===== config.mk =====
export PLATFORM = sky130hd
export DESIGN_NAME = qpp_addr_gen
export DESIGN_NICKNAME = d
export VERILOG_FILES = /design/src/rtl/qpp_pkg.sv /design/src/rtl/qpp_mod_add.sv /design/src/rtl/qpp_datapath.sv /design/src/rtl/qpp_ctrl.sv /design/src/rtl/qpp_addr_gen.sv
export SDC_FILE = /design/constraint.sdc
export NUM_CORES = 1
export LEC_CHECK = 0
export CAP_MARGIN = 20
export CELL_PAD_IN_SITES_DETAIL_PLACEMENT = 1
export CELL_PAD_IN_SITES_GLOBAL_PLACEMENT = 2
export CORE_MARGIN = 3
export CORE_UTILIZATION = 30
export DETAILED_ROUTE_END_ITERATION = 8
export DONT_BUFFER_PORTS = 1
export PLACE_DENSITY = 0.62
export SLEW_MARGIN = 0
export SYNTH_ARGS = -nofsm -noshare
export SYNTH_HDL_FRONTEND = slang
export SYNTH_SLANG_ARGS = --single-unit

===== constraint.sdc =====
create_clock -name clk -period 4.55 [get_ports clk]
set_input_delay 0.91 -clock clk [delete_from_list [all_inputs] [get_ports clk]]
set_output_delay 0.91 -clock clk [all_outputs]
set_load 0.03 [all_outputs]

===== src/rtl/qpp_pkg.sv =====
package qpp_pkg;
  // Strobes from the sequencing logic to the address datapath
  typedef struct packed {
    logic load;   // capture parameters, restart recursion
    logic step;   // move recursion to next index
  } qppStrobes_t;
endpackage


===== src/rtl/qpp_mod_add.sv =====
module qpp_mod_add #(
  parameter int W = 13
) (
  input  logic [W-1:0] opA,
  input  logic [W-1:0] opB,
  input  logic [W-1:0] modulus,
  output logic [W-1:0] result
);
  // Both operands are kept below modulus, so one subtraction suffices
  logic [W:0] rawSum;
  logic [W:0] reduced;

  always_comb begin
    rawSum  = {1'b0, opA} + {1'b0, opB};
    reduced = rawSum - {1'b0, modulus};
    result  = (rawSum >= {1'b0, modulus}) ? reduced[W-1:0] : rawSum[W-1:0];
  end
endmodule


===== src/rtl/qpp_datapath.sv =====
module qpp_datapath
  import qpp_pkg::*;
#(
  parameter int W = 13
) (
  input  logic        clk,
  input  logic        rstN,
  input  qppStrobes_t strobes,
  input  logic [W-1:0] blockLen,
  input  logic [W-1:0] coefF1,
  input  logic [W-1:0] coefF2,
  output logic [W-1:0] lenQ,
  output logic [W-1:0] addrQ
);
  logic [W-1:0] incrQ;
  logic [W-1:0] deltaQ;
  logic [W-1:0] incrInit;
  logic [W-1:0] deltaInit;
  logic [W-1:0] addrNext;
  logic [W-1:0] incrNext;

  // Load-time reductions use the incoming block length
  qpp_mod_add #(.W(W)) uIncrInit (
    .opA(coefF1), .opB(coefF2), .modulus(blockLen), .result(incrInit)
  );
  qpp_mod_add #(.W(W)) uDeltaInit (
    .opA(coefF2), .opB(coefF2), .modulus(blockLen), .result(deltaInit)
  );

  // Running recursion uses the captured block length
  qpp_mod_add #(.W(W)) uAddrStep (
    .opA(addrQ), .opB(incrQ), .modulus(lenQ), .result(addrNext)
  );
  qpp_mod_add #(.W(W)) uIncrStep (
    .opA(incrQ), .opB(deltaQ), .modulus(lenQ), .result(incrNext)
  );

  always_ff @(posedge clk or negedge rstN) begin
    if (!rstN) begin
      lenQ   <= '0;
      addrQ  <= '0;
      incrQ  <= '0;
      deltaQ <= '0;
    end else if (strobes.load) begin
      lenQ   <= blockLen;
      addrQ  <= '0;
      incrQ  <= incrInit;
      deltaQ <= deltaInit;
    end else if (strobes.step) begin
      addrQ  <= addrNext;
      incrQ  <= incrNext;
    end
  end
endmodule


===== src/rtl/qpp_ctrl.sv =====
module qpp_ctrl
  import qpp_pkg::*;
#(
  parameter int W = 13
) (
  input  logic        clk,
  input  logic        rstN,
  input  logic        start,
  input  logic        freeRun,
  input  logic        stepEn,
  input  logic [W-1:0] lenQ,
  output qppStrobes_t strobes,
  output logic        active,
  output logic        atLast
);
  localparam logic [W-1:0] ONE = W'(1);

  logic [W-1:0] idxQ;
  logic         advance;

  assign advance = freeRun | stepEn;
  assign atLast  = active && (idxQ == lenQ - ONE);

  always_comb begin
    strobes.load = start;
    strobes.step = !start && active && advance;
  end

  always_ff @(posedge clk or negedge rstN) begin
    if (!rstN) begin
      active <= 1'b0;
      idxQ   <= '0;
    end else if (strobes.load) begin
      active <= 1'b1;
      idxQ   <= '0;
    end else if (strobes.step) begin
      if (atLast) active <= 1'b0;
      else        idxQ   <= idxQ + ONE;
    end
  end
endmodule


===== src/rtl/qpp_addr_gen.sv =====
module qpp_addr_gen
  import qpp_pkg::*;
#(
  parameter int ADDR_W = 13
) (
  input  logic              clk,
  input  logic              rstN,
  input  logic              start,
  input  logic              freeRun,
  input  logic              stepEn,
  input  logic [ADDR_W-1:0] blockLen,
  input  logic [ADDR_W-1:0] coefF1,
  input  logic [ADDR_W-1:0] coefF2,
  output logic [ADDR_W-1:0] addrOut,
  output logic              addrValid,
  output logic              addrLast
);
  qppStrobes_t strobes;
  logic [ADDR_W-1:0] lenQ;

  qpp_ctrl #(.W(ADDR_W)) uCtrl (
    .clk(clk), .rstN(rstN), .start(start), .freeRun(freeRun),
    .stepEn(stepEn), .lenQ(lenQ), .strobes(strobes),
    .active(addrValid), .atLast(addrLast)
  );

  qpp_datapath #(.W(ADDR_W)) uPath (
    .clk(clk), .rstN(rstN), .strobes(strobes), .blockLen(blockLen),
    .coefF1(coefF1), .coefF2(coefF2), .lenQ(lenQ), .addrQ(addrOut)
  );
endmodule


After elaboration in Yosys (flattened, before gate mapping) --
Cells that the tools add are included.
Word-level totals: register bits after elaboration 66, output and inout port bits 15, logic and storage cells 45, input port bits 44
Cells by class: order comparisons 4, add/sub/neg operators 10, muxes and demuxes 14, equality and inequality tests 2, reduce and logical (&&, ||, !) cells 8, bitwise logic cells 1
Operator list (count):
- 13-bit 2-to-1 mux | 11
- 13-bit by 13-bit adder with 14-bit output | 4
- 14-bit by 13-bit >= comparator with 1-bit output | 4
- 13-bit subtractor | 4
- 13-bit by 1-bit adder with 13-bit output, second input constant | 1
- 13-bit equality test | 1
- 13-bit by 1-bit subtractor with 13-bit output, second input constant | 1
- 2-bit AND reduction | 2
- 2-bit nonzero test | 2
- 1-bit logical AND | 3
- 1-bit 2-to-1 mux | 3
- 2-bit != test, second input constant | 1
- 1-bit logical NOT | 1
- 1-bit OR | 1

Logic depth before layout (Yosys ltp) --
word-level depth 6, depth in mapped cells 19, depth with buffers taken out 18

By module --
Synthesis repeated with hierarchy kept, for this count alone.
Unflattened totals: cells, all modules 1067, area total of the unflattened synthesis 9257.6 um^2
Modules (own cells, without submodules):
- qpp_mod_add (uPath.uAddrStep ...) | times used 3, area each 1428.9 um^2, seq. area each 0.0 um^2, cells an instance 191
- qpp_datapath | times used 1, area each 2209.6 um^2, seq. area each 1301.2 um^2, cells an instance 153
- qpp_mod_add (uPath.uIncrStep) | times used 1, area each 1436.4 um^2, seq. area each 0.0 um^2, cells an instance 190
- qpp_ctrl | times used 1, area each 1325.0 um^2, seq. area each 350.3 um^2, cells an instance 151

Least setup slack after synthesis --
Ideal clock, no wire load.
kind input-to-reg, start input coefF1[0], end register uPath.incrQ[5], setup slack 470 ps, path buffers 1, cell stages on the path 18, arrival time 3942 ps, data required time 4412 ps, setup time 138 ps, cell sequence ha_1 > inv_1 > fa_1 > nor2b_1 > o31a_1 > nor2b_1 > nor2_1 > a21oi_1 > xnor2_1 > ha_1 > a21oi_1 > nand2_1 > a221o_1 > o21ai_0 > o211ai_1 > buf_2 > mux2i_1 > o22ai_1
Between the ends: word-level cells in the longest chain between the ends 4, elaborated cells on any way between the ends 5, those cells by class add/sub (2); order compare (1); mux (2)
RTL lines:
- from (decl) | RTL line qpp_addr_gen.sv:12 | input logic [ADDR_W-1:0] coefF1,
- 13-bit by 13-bit adder with 14-bit output * | RTL line qpp_mod_add.sv:14 | rawSum = {1'b0, opA} + {1'b0, opB};
- 13-bit subtractor / 14-bit by 13-bit >= comparator with 1-bit output (equally long branches) | RTL line qpp_mod_add.sv:15, qpp_mod_add.sv:16
- 13-bit 2-to-1 mux * | RTL line qpp_mod_add.sv:16 | result = (rawSum >= {1'b0, modulus}) ? reduced[W-1:0] : rawSum[W-1:0];
- 13-bit 2-to-1 mux * | RTL line qpp_datapath.sv:44 | end else if (strobes.load) begin
- to (signal assigned) | RTL line qpp_datapath.sv:47 | incrQ <= incrInit;
- to (signal assigned) | RTL line qpp_datapath.sv:51 | incrQ <= incrNext;
- to (decl) | RTL line qpp_datapath.sv:15 | logic [W-1:0] incrQ;
Mark *: on every way between the ends. The rest lies on a longest branch, timed or not. A chain may end at the register's enable or synchronous reset.

Worst setup path in the final report --
start register uPath.addrQ[2], end register uPath.addrQ[0]
Between the ends: word-level cells in the longest chain between the ends 5
RTL lines:
- from (decl) | RTL line qpp_datapath.sv:13 | output logic [W-1:0] addrQ
- from (signal assigned) | RTL line qpp_datapath.sv:50 | addrQ <= addrNext;
- 13-bit by 13-bit adder with 14-bit output | RTL line qpp_mod_add.sv:14
- 14-bit by 13-bit >= comparator with 1-bit output | RTL line qpp_mod_add.sv:16
- 13-bit 2-to-1 mux | RTL line qpp_mod_add.sv:16
- 13-bit 2-to-1 mux | RTL line qpp_datapath.sv:49 | end else if (strobes.step) begin
- 13-bit 2-to-1 mux | RTL line qpp_datapath.sv:44
Every way passes these cells. The select of a mux whose other input is x is not followed.

==> results.json <==
{
  "r2r_start": "uPath.addrQ[2]",
  "startpoint": "uPath.addrQ[2]",
  "gp_congestion": 0.818,
  "path_cells": "ha_1, nor2b_1, o31a_1, o21a_1, nor2_1, xnor2_2, ha_2, a21oi_1, a21boi_0, o31a_1, o31a_1, o21ai_2, o41a_1, buf_12, mux2_2, o21ai_0",
  "crit_path_max_fanout": 15,
  "critPathMostFrequentCell": "o31a_1",
  "r2r_slack_ps": 320,
  "async_flop_share_pct": 100,
  "area_growth_pct": 10.8,
  "synth.top_cell.area_share_pct": 21.1,
  "fin_crit_sh_pct": 93.1,
  "crit_type": "flip-flop to flip-flop",
  "ys_seq_area_share_pct": 21.1,
  "grt_start_max_net_pins": 79,
  "wl_met2_mm": 11.9,
  "status": "finished clean",
  "maxCapViolations": 0,
  "p_leak_nw": 3.80,
  "synth_seq_cells": 66,
  "cp-start-kind": "flip-flop",
  "period_needed_ps": 4230,
  "initial_core_util_pct": 30.8,
  "hold_path.class": "primary input to asynchronous set/reset pin",
  "ios": 59,
  "rr_worst_depth": 16,
  "wl_met3_um": 940,
  "hold_buffers": 0,
  "drc": 0,
  "yosysTopAreaCell": "dfrtp_1",
  "synth_edf_count": 0,
  "wire_per_inst_um": 20.5,
  "drt_first_pass_iters": 5,
  "die_w_um": 167,
  "hpwlAfterDp_mm": 21.8,
  "clock_latency_ps": 350,
  "cts_tree": "built",
  "syn_area_sq_um": 7820,
  "avgSynthCellArea_sq_um": 8.02,
  "slew_violations": 0,
  "required_ps": 4820,
  "yosysUniqueCellTypes": 68,
  "maxSlewHeadroom_pct": 59.7,
  "drt_iter0_drc": 376,
  "rsz0062_at_grt": "false",
  "finalSetupTns_ps": 0,
  "clk_root_buffer_cell": "clkbuf_16",
  "fp.dieH_um": 167,
  "clk_pin_slew_worst_paths_ps": 60,
  "max_stage_delay_ps": 520,
  "slowest_stage": "dfrtp_1",
  "drt-met1-wl_mm": 13.7,
  "cts_buffers": 9,
  "die_area_sq_um": 28000,
  "nNetsFinal": 1124,
  "htreeDepth": 3,
  "multi_input_area_sq_um": 5870,
  "r2r-end": "uPath.addrQ[0]",
  "hold_viol": 0,
  "ir_drop_mv": 0.422,
  "syn-num-nets": 1119,
  "netlist_instances": 975,
  "cts_buffer_depth": 2,
  "core_area_sq_um": 25400,
  "grt_pass1_wl_mm": 42.9,
  "timing.fmax_mhz": 236,
  "final_antenna_net_count": 0,
  "worstMarginPinSlew_ps": 597,
  "total_power_mw": 7.84,
  "endpoint_kind": "flip-flop",
  "portBuffers": 0,
  "setup_viol": 0,
  "n_antenna_cell": 0,
  "antenna_found_initial": 0,
  "seq_area_sq_um": 1650,
  "num-fill-cells": 3053,
  "synth_ff_type": "dfrtp_1",
  "num_rows": 58,
  "layout-drive-gt1-share_pct": 6.40,
  "grt_pass1_vias": 7485,
  "num_vias": 7216,
  "synth_area_leaders": "dfrtp_1, ha_1, xnor2_1",
  "cts.sinks": 66,
  "arrival_ps": 4510,
  "groute.usage.overall_pct": 19.4,
  "skew_ps": 9.81,
  "grt_overflow": 0,
  "yosys_warnings": 0,
  "dr.max_layer_used": "met4",
  "vias_per_cell": 5.49,
  "power_density_nw_per_um2": 905,
  "wl_mm": 27.0
}
==> cell families (layout without fill, tap and decap cells) <==
family                     after synthesis  in the layout  synth area share, %
muxes                                   33             33                 4.34
adders and majority gates              100            100                 16.7
AOI/OAI and AO/OA                      309            309                 25.6
and+or+nand+nor                        292            292                 18.4
DFF                                     66             66                 21.1
xor gates and xnor gates                85             85                 9.52
buffers and inverters                   90            100                 4.37
==> stage by stage <==
stage	hold WS, ps	util (%)	setup WS (ps)	std cells	area (sq um)
6_report	250	34.1	315	1315	8670
4_1_cts	225	34.0	229	1314	8630
5_1_grt	230	34.1	2.02	1315	8670
2_1_floorplan	460	-	470	975	7820
3_5_place_dp	480	32.8	-5.37	1298	8320
3_3_place_gp	473	32.8	129	1298	8320
==> synth_stat cells (all sizes together) (4+ instances only) <==
library cell	number
a211o	5
a211oi	20
a21boi	4
a21o	15
a21oi	79
a31oi	16
and2	5
and3	6
buf	4
clkbuf	23
dfrtp	66
fa	7
ha	93
inv	63
mux2	7
mux2i	26
nand2	53
nand2b	6
nand3	33
nand4	17
nor2	93
nor2b	20
nor3	27
nor4	4
o211ai	11
o21a	15
o21ai	81
o21bai	6
o221ai	5
o22ai	8
o31a	8
o31ai	10
or2	7
or3	8
xnor2	57
xor2	28
==> state kept, by name, indices dropped and copies added, names as in the netlist <==
name	cells
uPath.deltaQ	13
uPath.incrQ	13
uCtrl.active	1
uCtrl.idxQ	13
uPath.addrQ	13
uPath.lenQ	13
==> placed cells by master (no fill, tap or decap), types with 6 or more instances in the layout <==
master     synthesis  final
nor2b_1           20     19
o22ai_1            8      8
nand4_1           16     16
nand2b_1           6      6
or3_1              7      7
dfrtp_1           66     66
o21ai_0           78     77
nand3_1           33     33
nand2_1           53     53
nor3_1            26     25
clkbuf_16          0      9
o21bai_1           6      6
o31a_1             8      8
o21a_1            15     15
a211oi_1          20     20
o31ai_1           10     10
mux2i_1           26     26
or2_2              7      7
and3_1             6      6
nor2_1            93     93
ha_1              93     92
o211ai_1          11     11
xnor2_1           57     56
inv_1             63     63
a21o_1            15     15
fa_1               7      7
xor2_1            28     28
a31oi_1           16     16
buf_4              0     18
a21oi_1           79     77
==> area by class of cell <==
type                            count  share of cell area, %
Clock buffer                       11                   2.92
Clock inverter                      5                  0.693
Inverter                           63                   2.73
Multi-Input combinational cell    819                   67.7
Sequential cell                    66                   19.1
Tap cell                          330                   4.76
Timing Repair Buffer               21                   2.15
==> report_power, final <==
part / switching [mW] / leakage, nW / internal, mW
clock: 0.311 / 0.152 / 0.457
combinational: 3.33 / 2.83 / 2.76
sequential: 0.246 / 0.817 / 0.741
==> how the worst max path moves through the flow <==
| stage | slack [ps] | end | depth (start not counted) |
|---|---|---|---|
| after floorplan | 470 | uPath.incrQ[5] | 18 |
| after global placement | 130 | uPath.incrQ[0] | 18 |
| after detailed placement | -5 | uPath.incrQ[0] | 18 |
| after CTS | 230 | uPath.addrQ[1] | 18 |
| after global routing | 2 | uPath.addrQ[0] | 18 |
| final | 320 | uPath.addrQ[0] | 16 |
==> critical path, delay by kind of cell (launching register included) <==
family | cells | cell delay, ps
compound gates | 9 | 1880
xor+xnor | 1 | 150
flops | 1 | 520
mux | 1 | 340
buf+inv | 1 | 170
fa+ha+maj | 2 | 770
simple gates | 2 | 310
==> layer usage <==
| metal | vias to the layer above | global-route usage (%) |
|---|---|---|
| met1 | 3509 | 28.0 |
| met4 | 0 | 4.80 |
| met2 | 102 | 30.3 |
| li1 | 3586 | - |
| met3 | 19 | 3.09 |
| met5 | - | 0 |
==> what timing repair did <==
| action | CTS | global route |
|---|---|---|
| setup buffers | 0 | 1 |
| gates resized for setup | 0 | 6 |
| hold endpoints to repair | 0 | 0 |
| endpoints found under the setup margin | 0 | 12 |
No activity file was read; power rests on OpenSTA's default activity.
